==> src/rtl/gfetch_pkg.sv <==
package gfetch_pkg;
  localparam int CODE_W = 8;   // character code width
  localparam int ROW_W  = 3;   // row index width (8 rows)
  localparam int DOT_W  = 5;   // dots per row
  localparam int SEL_W  = 2;   // glyph select bits (4 user glyphs)

  typedef struct packed {
    logic             user;      // result comes from the glyph RAM
    logic             underline; // cursor underline applies
    logic             blink_on;  // blink phase forces all dots
  } stage_t;
endpackage

==> src/rtl/glyph_store.sv <==
module glyph_store
  import gfetch_pkg::*;
#(
  parameter int ADDR_W = SEL_W + ROW_W
) (
  input  logic              clk,
  input  logic              wr_en,
  input  logic [ADDR_W-1:0] wr_addr,
  input  logic [DOT_W-1:0]  wr_data,
  input  logic              rd_en,
  input  logic [ADDR_W-1:0] rd_addr,
  output logic [DOT_W-1:0]  rd_data
);
  localparam int DEPTH = 1 << ADDR_W;

  logic [DOT_W-1:0] mem_q [DEPTH];
  logic [DOT_W-1:0] rd_q;

  // Storage has no reset: contents survive a block reset.
  always_ff @(posedge clk) begin
    if (wr_en) begin
      mem_q[wr_addr] <= wr_data;
    end
  end

  always_ff @(posedge clk) begin
    if (rd_en) begin
      rd_q <= mem_q[rd_addr];
    end
  end

  assign rd_data = rd_q;
endmodule

==> src/rtl/blink_div.sv <==
module blink_div #(
  parameter int DIV_W = 12
) (
  input  logic clk,
  input  logic rst_n,
  output logic phase
);
  logic [DIV_W:0] cnt_q;
  logic [DIV_W:0] cnt_d;

  always_comb begin
    cnt_d = cnt_q + 1'b1;
  end

  always_ff @(posedge clk or negedge rst_n) begin
    if (!rst_n) begin
      cnt_q <= '0;
    end else begin
      cnt_q <= cnt_d;
    end
  end

  assign phase = cnt_q[DIV_W];
endmodule

==> src/rtl/row_overlay.sv <==
module row_overlay
  import gfetch_pkg::*;
(
  input  stage_t           st,
  input  logic [DOT_W-1:0] ram_row,
  input  logic [DOT_W-1:0] rom_row,
  output logic [DOT_W-1:0] pix
);
  always_comb begin
    pix = st.user ? ram_row : rom_row;
    if (st.blink_on || st.underline) begin
      pix = '1;
    end
  end
endmodule

==> src/rtl/glyph_row_fetch.sv <==
module glyph_row_fetch
  import gfetch_pkg::*;
#(
  parameter int BLINK_DIV_W = 12
) (
  input  logic                     clk,
  input  logic                     rst_n,
  input  logic                     req_valid,
  input  logic [CODE_W-1:0]        req_code,
  input  logic [ROW_W-1:0]         req_row,
  input  logic                     req_on_cursor,
  input  logic                     cursor_en,
  input  logic                     blink_en,
  input  logic                     wr_en,
  input  logic [SEL_W+ROW_W-1:0]   wr_addr,
  input  logic [DOT_W-1:0]         wr_data,
  output logic                     rom_rd,
  output logic [CODE_W+ROW_W-1:0]  rom_addr,
  input  logic [DOT_W-1:0]         rom_data,
  output logic                     out_valid,
  output logic [DOT_W-1:0]         pix_row
);
  localparam int GA_W   = SEL_W + ROW_W;
  localparam int RADDR_W = CODE_W + ROW_W;

  logic               user_sel;
  logic               phase;
  logic [DOT_W-1:0]   ram_row;
  logic [DOT_W-1:0]   ovl_row;

  stage_t             stage_d, stage_q;
  logic               valid_d, valid_q;
  logic               rom_rd_d, rom_rd_q;
  logic [RADDR_W-1:0] rom_addr_d, rom_addr_q;

  blink_div #(.DIV_W(BLINK_DIV_W)) blink_i (
    .clk   (clk),
    .rst_n (rst_n),
    .phase (phase)
  );

  glyph_store #(.ADDR_W(GA_W)) store_i (
    .clk     (clk),
    .wr_en   (wr_en),
    .wr_addr (wr_addr),
    .wr_data (wr_data),
    .rd_en   (req_valid && user_sel),
    .rd_addr ({req_code[SEL_W-1:0], req_row}),
    .rd_data (ram_row)
  );

  // Next-state logic
  always_comb begin
    user_sel           = (req_code[CODE_W-1:SEL_W] == '0);
    valid_d            = req_valid;
    rom_rd_d           = req_valid && !user_sel;
    rom_addr_d         = rom_addr_q;
    if (req_valid && !user_sel) begin
      rom_addr_d = {req_code, req_row};
    end
    stage_d.user       = user_sel;
    stage_d.underline  = cursor_en && req_on_cursor && (req_row == '1);
    stage_d.blink_on   = blink_en && req_on_cursor && phase;
  end

  // Registers
  always_ff @(posedge clk or negedge rst_n) begin
    if (!rst_n) begin
      valid_q    <= 1'b0;
      rom_rd_q   <= 1'b0;
      rom_addr_q <= '0;
      stage_q    <= '0;
    end else begin
      valid_q    <= valid_d;
      rom_rd_q   <= rom_rd_d;
      rom_addr_q <= rom_addr_d;
      if (req_valid) begin
        stage_q <= stage_d;
      end
    end
  end

  row_overlay ovl_i (
    .st      (stage_q),
    .ram_row (ram_row),
    .rom_row (rom_data),
    .pix     (ovl_row)
  );

  assign out_valid = valid_q;
  assign rom_rd    = rom_rd_q;
  assign rom_addr  = rom_addr_q;
  assign pix_row   = valid_q ? ovl_row : '0;

  // Assertions
  AST_RESULT_FOLLOWS_REQ: assert property (@(posedge clk) disable iff (!rst_n)
    req_valid |=> out_valid);
  AST_NO_STRAY_RESULT: assert property (@(posedge clk) disable iff (!rst_n)
    !req_valid |=> !out_valid && (pix_row == '0));
  AST_FONT_ADDR_LOAD: assert property (@(posedge clk) disable iff (!rst_n)
    (req_valid && (req_code[CODE_W-1:SEL_W] != '0)) |=>
      (rom_rd && (rom_addr == $past({req_code, req_row}))));
  AST_FONT_ADDR_HOLD: assert property (@(posedge clk) disable iff (!rst_n)
    (req_valid && (req_code[CODE_W-1:SEL_W] == '0)) |=>
      (!rom_rd && $stable(rom_addr)));
  AST_CURSOR_UNDERLINE: assert property (@(posedge clk) disable iff (!rst_n)
    (req_valid && cursor_en && req_on_cursor && (req_row == '1)) |=>
      (pix_row == '1));
  AST_ROM_RD_WITH_RESULT: assert property (@(posedge clk) disable iff (!rst_n)
    rom_rd |-> out_valid);
endmodule

==> config.mk <==
export PLATFORM = sky130hd
export DESIGN_NAME = glyph_row_fetch
export DESIGN_NICKNAME = d
export VERILOG_FILES = /design/src/rtl/gfetch_pkg.sv /design/src/rtl/glyph_store.sv /design/src/rtl/blink_div.sv /design/src/rtl/row_overlay.sv /design/src/rtl/glyph_row_fetch.sv
export SDC_FILE = /design/constraint.sdc
export NUM_CORES = 1
export LEC_CHECK = 0
export ABC_AREA = 1
export BUFFER_PORTS_ARGS = -buffer_cell sky130_fd_sc_hd__buf_4
export CORE_MARGIN = 1.5
export CORE_UTILIZATION = 30
export DETAILED_ROUTE_END_ITERATION = 16
export PLACE_DENSITY = 0.55
export SLEW_MARGIN = 20
export SYNTH_ARGS = -nofsm -noshare
export SYNTH_HDL_FRONTEND = slang
export SYNTH_SLANG_ARGS = --single-unit
==> constraint.sdc <==
create_clock -name clk -period 2.5 [get_ports clk]
set_input_delay 0.125 -clock clk [delete_from_list [all_inputs] [get_ports clk]]
set_output_delay 0.125 -clock clk [all_outputs]
set_load 0.02 [all_outputs]
Word-level counts from Yosys, hierarchy flattened
Memories as Yosys holds them, arrays and structs flattened. A register that Yosys moved wholly into a read port is not among the register bits. Index checks and enable logic that the tools add are counted.

Register bits after elaboration: 29. Logic and storage cells: 24. Memory bits (writable): 160. Output and inout port bits: 18. Bits of input ports: 33. Memories: 1.

Equal/unequal tests: 1. Add/sub/neg operators: 1. Reduce and logical (&&, ||, !) cells: 9. Mux-type cells: 5.

Memory list: store_i.mem_q (depth 32, bits a word 5, rd ports 1, clocked after memory_dff 1, write ports 1, RTL line glyph_store.sv:16) `logic [DOT_W-1:0] mem_q [DEPTH];`.

Operators with widths (number): 2-to-1 mux 5 bit (3); adder 13 x 1 -> 13 bit, second input constant (1); logical AND 1 bit (6); zero test 6 bit (1); == test 3 bit, second input constant (1); 2-to-1 mux 1 bit (2); zero test 1 bit (1); logical OR 1 bit (1).

Depth between registers and ports, before layout
Gate-level depths: netlist of the first run.

Depth in word-level cells: 3. Depth in mapped cells: 11. Mapped depth without buffers: 9.

Modules after synthesis
A second synthesis of the first run with hierarchy kept.

Cells, all modules: 762. Area total of the unflattened synthesis: 8221.6 µm².

By module, submodules not included: glyph_store (cells an instance 595, area each 6846.6 µm², sequential area each 4954.8 µm², instances 1); glyph_row_fetch (cells an instance 79, area each 678.2 µm², sequential area each 400.4 µm², instances 1); blink_div (cells an instance 71, area each 624.3 µm², sequential area each 325.3 µm², instances 1); row_overlay (cells an instance 17, area each 72.6 µm², sequential area each 0.0 µm², instances 1).

Least setup slack after synthesis of the first run
No wires, ideal clock.

Path kind: register -> register. From: register blink_i.cnt_q[0]. To: register blink_i.cnt_q[12]. Setup slack: 1163 ps. Clock period less this slack: 1337 ps. Arrival: 1218 ps. Data required time: 2381 ps. Cell stages (with the launch flop): 8. Buffers on the path: 0. Setup time: 119 ps. Cell sequence: dfrtp_1 > ha_1 > nand3_2 > nor3_4 > nand2_2 > nor2_2 > nand3_1 > and2_1.

Cells in the longest elaborated chain, start to end: 1.

Ends and longest elaborated chain: start: declaration (RTL line blink_div.sv:8) `logic [DIV_W:0] cnt_q;`; start signal: assignment (RTL line blink_div.sv:19) `cnt_q <= cnt_d;`; adder 13 x 1 -> 13 bit (RTL line blink_div.sv:12) `cnt_d = cnt_q + 1'b1;`; named net blink_i.cnt_d[12] (RTL line blink_div.sv:9) `logic [DIV_W:0] cnt_d;`.

The timed path passes the listed nets, and every way through them passes these cells. A chain may end at the register's enable or synchronous reset.

Worst setup path in the final report of the first run
From: register stage_q[2] (netlist bit). To: output port pix_row[4].

Cells in the longest elaborated chain, start to end: 3.

Ends and longest elaborated chain: start: declaration (RTL line glyph_row_fetch.sv:31) `stage_t stage_d, stage_q;`; start signal: assignment (RTL line glyph_row_fetch.sv:78) `stage_q <= stage_d;`; 2-to-1 mux 5 bit (RTL line row_overlay.sv:10) `pix = st.user ? ram_row : rom_row;`; 2-to-1 mux 5 bit (RTL line row_overlay.sv:11) `if (st.blink_on || st.underline) begin`; 2-to-1 mux 5 bit (RTL line glyph_row_fetch.sv:93) `assign pix_row = valid_q ? ovl_row : '0;`; end: declaration (RTL line glyph_row_fetch.sv:21) `output logic [DOT_W-1:0] pix_row`.

Every way passes these cells.

==> impl_metrics.ini, run 1 <==
[clocking]
cts_tree = built
clock_latency_ns = 0.44
postCtsSetupRepairBufs = 0
htree_num_levels = 4
clk_path_buf_depth = 2
cts_resized = 0
cts.reportedPaths.clkPinSlew_ns = 0.08
clock_tree_sinks = 194
clk_root_buffer_cell = sky130_fd_sc_hd__clkbuf_16
ctsHoldBuffers = 9
cts_buffers = 17

[drt]
drt_drc_violations_left = 0
detailroute.via_count = 5248
drt-total-wl_um = 18800
drtAntennaViolNets = 0
drt_iter0_drc = 494
firstDrtPassIters = 5
vias_per_cell = 4.65
drt-wirelength-per-cell_um = 16.6

[global_routing]
via_count_of_the_first_global_routing_pass = 5080
grt_first_pass_wirelength_um = 29300
globalRouteOverflowTotal = 0
antenna_violations_before_repair = 0
global_route.usage.total = 0.138
pin_count_of_the_biggest_net_entering_global_routing = 82

[floorplan]
die_height_um = 168
floorplan.initialDensity = 0.303
die_ar_um2 = 28100
io_pins = 51
core_region_area_um2 = 26800
row_count = 60
die_w_um = 168

[power]
p_leak_nw = 3.68
pwr_density_cell_nw_per_um2 = 739
irDropWorstVdd_mv = 0.410

[yosys]
number_of_warning_messages_in_the_yosys_log = 0
mappedNetlistArea_um2 = 8130
synth-seq-area-share = 0.698
yosysTopAreaCell = sky130_fd_sc_hd__edfxtp_1
syn-num-nets = 762
netlist_cell_types = 28
postSynthRegisterBits = 194
post_synth_inst_count = 728
avgSynthCellArea_um2 = 11.2
synth_area_leaders = sky130_fd_sc_hd__edfxtp_1, sky130_fd_sc_hd__nand2_1, sky130_fd_sc_hd__dfrtp_1, sky130_fd_sc_hd__nand3_1, sky130_fd_sc_hd__nor2_1
yosys.area.top_type_share = 0.609

[cells_and_area]
post_route_cells_drive_above_1_share = 0.127
layout.cells.most_common = sky130_fd_sc_hd__nand2_1
instances_no_fill = 1129
mostFrequentLayoutCells = sky130_fd_sc_hd__nand2_1, sky130_fd_sc_hd__edfxtp_1, sky130_fd_sc_hd__nand3_1
fillerInstances = 2645
antennaDiodeCount = 0
syn_to_final_growth_pct = 16.4
num-nets-final = 809

[run]
maxCapViolCount = 0

[sta]
highest_clock_rate_ghz = 0.564
rsz0062_at_grt = no
slew_headroom = 0.429
worst_slew_pin_slew_ns = 0.856
accumulated_negative_setup_slack_ns = 0
finalWorstPathRequiredPeriod_ns = 1.77
final-hold-violation-count = 0
timing.final.setup_violations = 0
setup_ws_ns = 0.727
clock-skew-final_ns = 0.0204
final-max-slew-violation-count = 0
portion_of_the_clock_cycle_consumed_by_the_worst_path_in_the_final_layout = 0.709

[worst_setup_path]
critPathSlowestCell = sky130_fd_sc_hd__dfrtp_1
worst-endpoint-arrival_ns = 1.65
crit_fanout = 6
cell_by_cell_trace_of_the_critical_path = mux2_2, o21ai_0, inv_1, buf_4
r2r_setup_slack_ns = 1.03
path_buf_inv = 2
worst_path_largest_cell_delay_ns = 0.49
path_class = reg2out
worstSetupEndpointType = output port
worst_path_dominant_cell_family = flip-flops
start_kind = register
cp.required_ns = 2.38

[placed_design]
place_hpwl_um = 11700
post-place-cells = 1088
preCtsSetupSlack_ns = 0.737
placement.io_buffers = 50
gp_congestion = 0.742

[outcome]
status = finished clean

[min_path]
worst_hold_path_type = in2reg
-- power by group --
part | leakage (nW) | switching (mW) | internal, mW
Clock | 0.310 | 1.41 | 1.49
Sequential | 1.85 | 0.0217 | 3.56
Combinational | 1.51 | 0.342 | 0.163
Total | 3.68 | 1.78 | 5.21
-- cell type report --
| cell class | instances | area, um2 | area share |
|---|---|---|---|
| clock buffer | 17 | 425 | 0.0449 |
| clock inverter | 15 | 215 | 0.0227 |
| timing repair buffer | 63 | 508 | 0.0537 |
| inverter | 29 | 116 | 0.0123 |
| sequential | 194 | 5680 | 0.600 |
| tap | 341 | 427 | 0.0451 |
| multi-input combinational | 470 | 2090 | 0.221 |
-- worst paths after layout --
| path | start | to | cells after the start |
|---|---|---|---|
| setup / recovery | stage_q[2]$_DFFE_PN0P_ | pix_row[4] | 4 |
| hold / removal | req_code[6] | rom_addr[9]$_DFFE_PN0P_ | 3 |
| setup reg to reg | blink_i.cnt_q[0]$_DFF_PN0_ | blink_i.cnt_q[12]$_DFF_PN0_ | 7 |
| hold reg to reg | blink_i.cnt_q[11]$_DFF_PN0_ | blink_i.cnt_q[11]$_DFF_PN0_ | 1 |
| max in group asynchronous | rst_n | rom_addr[4]$_DFFE_PN0P_ | 2 |
| min in group asynchronous | rst_n | rom_addr[6]$_DFFE_PN0P_ | 2 |
-- state kept, by name, summed over array words and instances, names as in the netlist --
register / flops
rom_rd: 1
rom_addr: 11
out_valid: 1
store_i.mem_q: 160
store_i.rd_data: 5
stage_q: 3
blink_i.cnt_q: 13
-- per-stage QoR --
stage / util / cell area [um2] / total power, mW / hold WS, ns
final: 0.353 / 9470 / 6.99 / 0.0157
after global routing: 0.353 / 9470 / 7.24 / 0.0261
after CTS: 0.353 / 9470 / 7.05 / 0.00440
after detailed placement: 0.326 / 8730 / 4.16 / 0.0754
after global placement: 0.326 / 8730 / 4.15 / 0.0717
after floorplan: - / 8130 / 3.94 / -0.171
-- cells by family after synthesis --
family | synth area share
simple gates | 0.231
flops | 0.698
buf+inv | 0.0442
compound gates | 0.00954
xor+xnor | 0.00862
mux | 0.00692
fa+ha+maj | 0.00154
-- worst reg2reg max path, cell delays in order (launching register included) --
cell,delay (ns)
sky130_fd_sc_hd__dfrtp_1,0.40
sky130_fd_sc_hd__ha_1,0.21
sky130_fd_sc_hd__nand3_2,0.12
sky130_fd_sc_hd__nor3_4,0.17
sky130_fd_sc_hd__nand2_2,0.10
sky130_fd_sc_hd__nor2_2,0.13
sky130_fd_sc_hd__nand3_1,0.08
sky130_fd_sc_hd__and2_1,0.16
-- per-layer routing --
metal  wire, um  track usage  vias to the layer above
met4        191       0.0384                        0
met5          0            0                        -
met2       8520        0.209                      106
met3        676       0.0260                       15
li1           -            -                     2576
met1       9360        0.200                     2551
-- Yosys cell counts --
| library cell | count |
|---|---|
| sky130_fd_sc_hd__nand2_1 | 253 |
| sky130_fd_sc_hd__edfxtp_1 | 165 |
| sky130_fd_sc_hd__nand3_1 | 134 |
| sky130_fd_sc_hd__nor2_1 | 42 |
| sky130_fd_sc_hd__dfrtp_1 | 29 |
| sky130_fd_sc_hd__inv_1 | 27 |
| sky130_fd_sc_hd__o21ai_0 | 12 |
| sky130_fd_sc_hd__buf_2 | 11 |
| sky130_fd_sc_hd__buf_6 | 9 |
| sky130_fd_sc_hd__buf_4 | 8 |
| sky130_fd_sc_hd__xor2_1 | 8 |
| sky130_fd_sc_hd__clkbuf_1 | 5 |
| sky130_fd_sc_hd__mux2_2 | 5 |
| sky130_fd_sc_hd__nand3_2 | 3 |
| sky130_fd_sc_hd__buf_1 | 2 |
| sky130_fd_sc_hd__nand4_1 | 2 |
| sky130_fd_sc_hd__o22ai_1 | 2 |
| sky130_fd_sc_hd__a21oi_1 | 1 |
| sky130_fd_sc_hd__and2_1 | 1 |
| sky130_fd_sc_hd__and3_1 | 1 |
| sky130_fd_sc_hd__ha_1 | 1 |
| sky130_fd_sc_hd__inv_2 | 1 |
| sky130_fd_sc_hd__inv_8 | 1 |
| sky130_fd_sc_hd__nand2_2 | 1 |
| sky130_fd_sc_hd__nor2_2 | 1 |
| sky130_fd_sc_hd__nor3_1 | 1 |
| sky130_fd_sc_hd__nor3_2 | 1 |
| sky130_fd_sc_hd__nor3_4 | 1 |
Note: power is estimated with default switching activity, not from simulation.
==> inputs of run 2 (changes only) <==
PLACE_DENSITY = 0.57   (was 0.55)
clock period = 1.6 ns   (was 2.5 ns; I/O delays follow)
==> run 2 against run 1 <==
Effect of this change: the flow now finishes with violations (setup timing); first-iteration DRC count decreased by 5.7%; die area is the same; utilization increased by 1.5 points; combinational power up 69%; sequential share of layout area down 2.5 points; global-route usage is 0.41 points higher; count of clock-buffer cells in the layout rose by 1; sequential cell count unchanged; non-clock buffer count is 53 higher; critical path depth unchanged; clock power is 44% higher; largest cell class unchanged; largest power group unchanged; highest routed layer unchanged.
==> impl_metrics.ini, run 2 (synthesis results as in run 1) <==
[outcome]
status = complete, but fails checks
violations_in_the_final_reports = setup timing

[min_path]
worst_hold_path_type = in2reg

[worst_setup_path]
path_buf_inv = 2
crit_fanout = 6
worstSetupEndpointType = output port
worst_path_dominant_cell_family = flip-flops
worst_path_largest_cell_delay_ns = 0.45
critPathSlowestCell = sky130_fd_sc_hd__dfrtp_2
cp.required_ns = 1.52
cell_by_cell_trace_of_the_critical_path = mux2_2, o21ai_2, inv_1, buf_4
start_kind = register
worst-endpoint-arrival_ns = 1.55
path_class = reg2out

[clocking]
clk_root_buffer_cell = sky130_fd_sc_hd__clkbuf_16
cts_buffers = 17
clk_path_buf_depth = 2
clock_tree_sinks = 194
cts.reportedPaths.clkPinSlew_ns = 0.07
postCtsSetupRepairBufs = 0
clock_latency_ns = 0.43
htree_num_levels = 4
cts_tree = built

[cells_and_area]
syn_to_final_growth_pct = 21.4
largest-register = store_i.mem_q
mostFrequentLayoutCells = sky130_fd_sc_hd__nand2_1, sky130_fd_sc_hd__edfxtp_1, sky130_fd_sc_hd__nand3_1
largest_reg_flops = 160
layout.cell_area.non_filler_um2 = 9870
antennaDiodeCount = 0
post_route_cells_drive_above_1_share = 0.182
layout.cells.most_common = sky130_fd_sc_hd__nand2_1
num-nets-final = 862

[sta]
finalWorstPathRequiredPeriod_ns = 1.63
whs_ns = 0.0909
rsz0062_at_grt = yes
final-max-slew-violation-count = 0
slew_headroom = 0.581
highest_clock_rate_ghz = 0.615
clock-skew-final_ns = 0.0126
final-hold-violation-count = 0
worst_slew_pin_slew_ns = 0.627
portion_of_the_clock_cycle_consumed_by_the_worst_path_in_the_final_layout = 1.02
setup_ws_ns = -0.0263
timing.final.setup_violations = 3

[global_routing]
global_route.usage.total = 0.142
pin_count_of_the_biggest_net_entering_global_routing = 52
antenna_violations_before_repair = 0
grt_first_pass_wirelength_um = 30200
via_count_of_the_first_global_routing_pass = 5378
globalRouteOverflowTotal = 0

[drt]
routedLengthMet1_um = 9070
vias_per_cell = 4.64
top_layer_used = met4
drtAntennaViolNets = 0
drt_drc_violations_left = 0
detailroute.via_count = 5483
detailroute.wirelength.met2_um = 8870
firstDrtPassIters = 5
drt-total-wl_um = 19200
wl_met3_um = 982
drt-wirelength-per-cell_um = 16.3
drt_iter0_drc = 466

[floorplan]
row_count = 60
floorplan.initialDensity = 0.303
die_w_um = 168
core_region_area_um2 = 26800
io_pins = 51
die_height_um = 168
die_ar_um2 = 28100

[placed_design]
gp_congestion = 0.763
placement.io_buffers = 50
dpl_cell_area_um2 = 9150
place_hpwl_um = 12500

[run]
maxCapViolCount = 0

[power]
irDropWorstVdd_mv = 0.515
p_leak_nw = 3.94
pwr_density_cell_nw_per_um2 = 1080
run 2: changes by cell type in the layout (fill, tap and decap cells not counted), sizes merged:
| cell | delta |
|---|---|
| clkinvlp | +4 |
| buf | +50 |
| inv | -4 |
| clkbuf | +1 |
| dlygate4sd3 | +3 |
| clkinv | -1 |
run 2: layout make-up:
type                    instances  area [um2]
fillers                      2599       16900
flip-flops and latches        194        5680
multi-input cells             470        2110
repair buffers                116         955
clock buffers                  18         429
well taps                     341         427
clock inverters                14         150
inverters                      29         116
run 2: worst paths after layout:
kind	startpoint	end	slack, ns	cells past startpoint
max in group asynchronous	rst_n	stage_q[2]$_DFFE_PN0P_	1.21	2
max	stage_q[2]$_DFFE_PN0P_	pix_row[3]	-0.03	4
max reg2reg	blink_i.cnt_q[0]$_DFF_PN0_	blink_i.cnt_q[12]$_DFF_PN0_	0.14	7
min	wr_data[2]	store_i.mem_q[6][2]$_DFFE_PP_	0.09	1
min in group asynchronous	rst_n	rom_addr[6]$_DFFE_PN0P_	0.10	2
min reg2reg	blink_i.cnt_q[11]$_DFF_PN0_	blink_i.cnt_q[11]$_DFF_PN0_	0.47	1
run 2: what timing repair did:
item                       CTS  global route
setup endpoints to repair    5             5
cloned                       0             0
pin swaps                    0             0
hold buffers                12             0
hold endpoints to repair    43             0
resized for setup            6             6
run 2: report_power, final:
group          total [mW]  switching, mW  internal (mW)
Combinational       0.854          0.547          0.307
Sequential           5.60         0.0344           5.57
Clock                4.17           1.97           2.20
Total                10.6           2.55           8.08
run 2: per-stage QoR:
stage	utilization	cells	TNS (ns)	worst slack (ns)	power (mW)
3_5_place_dp	0.341	1138	0	0.153	6.54
3_3_place_gp	0.341	1138	0	0.166	6.54
5_1_grt	0.368	1182	-0.358	-0.0851	11.0
6_report	0.368	1182	-0.0468	-0.0263	10.6
4_1_cts	0.367	1182	-0.0904	-0.0302	10.7
2_1_floorplan	-	728	0	0.263	6.16
run 2: routing by layer:
| layer | up-vias | GRT usage |
|---|---|---|
| met2 | 152 | 0.220 |
| li1 | 2679 | - |
| met4 | 0 | 0.0447 |
| met3 | 22 | 0.0286 |
| met5 | - | 0 |
| met1 | 2630 | 0.199 |
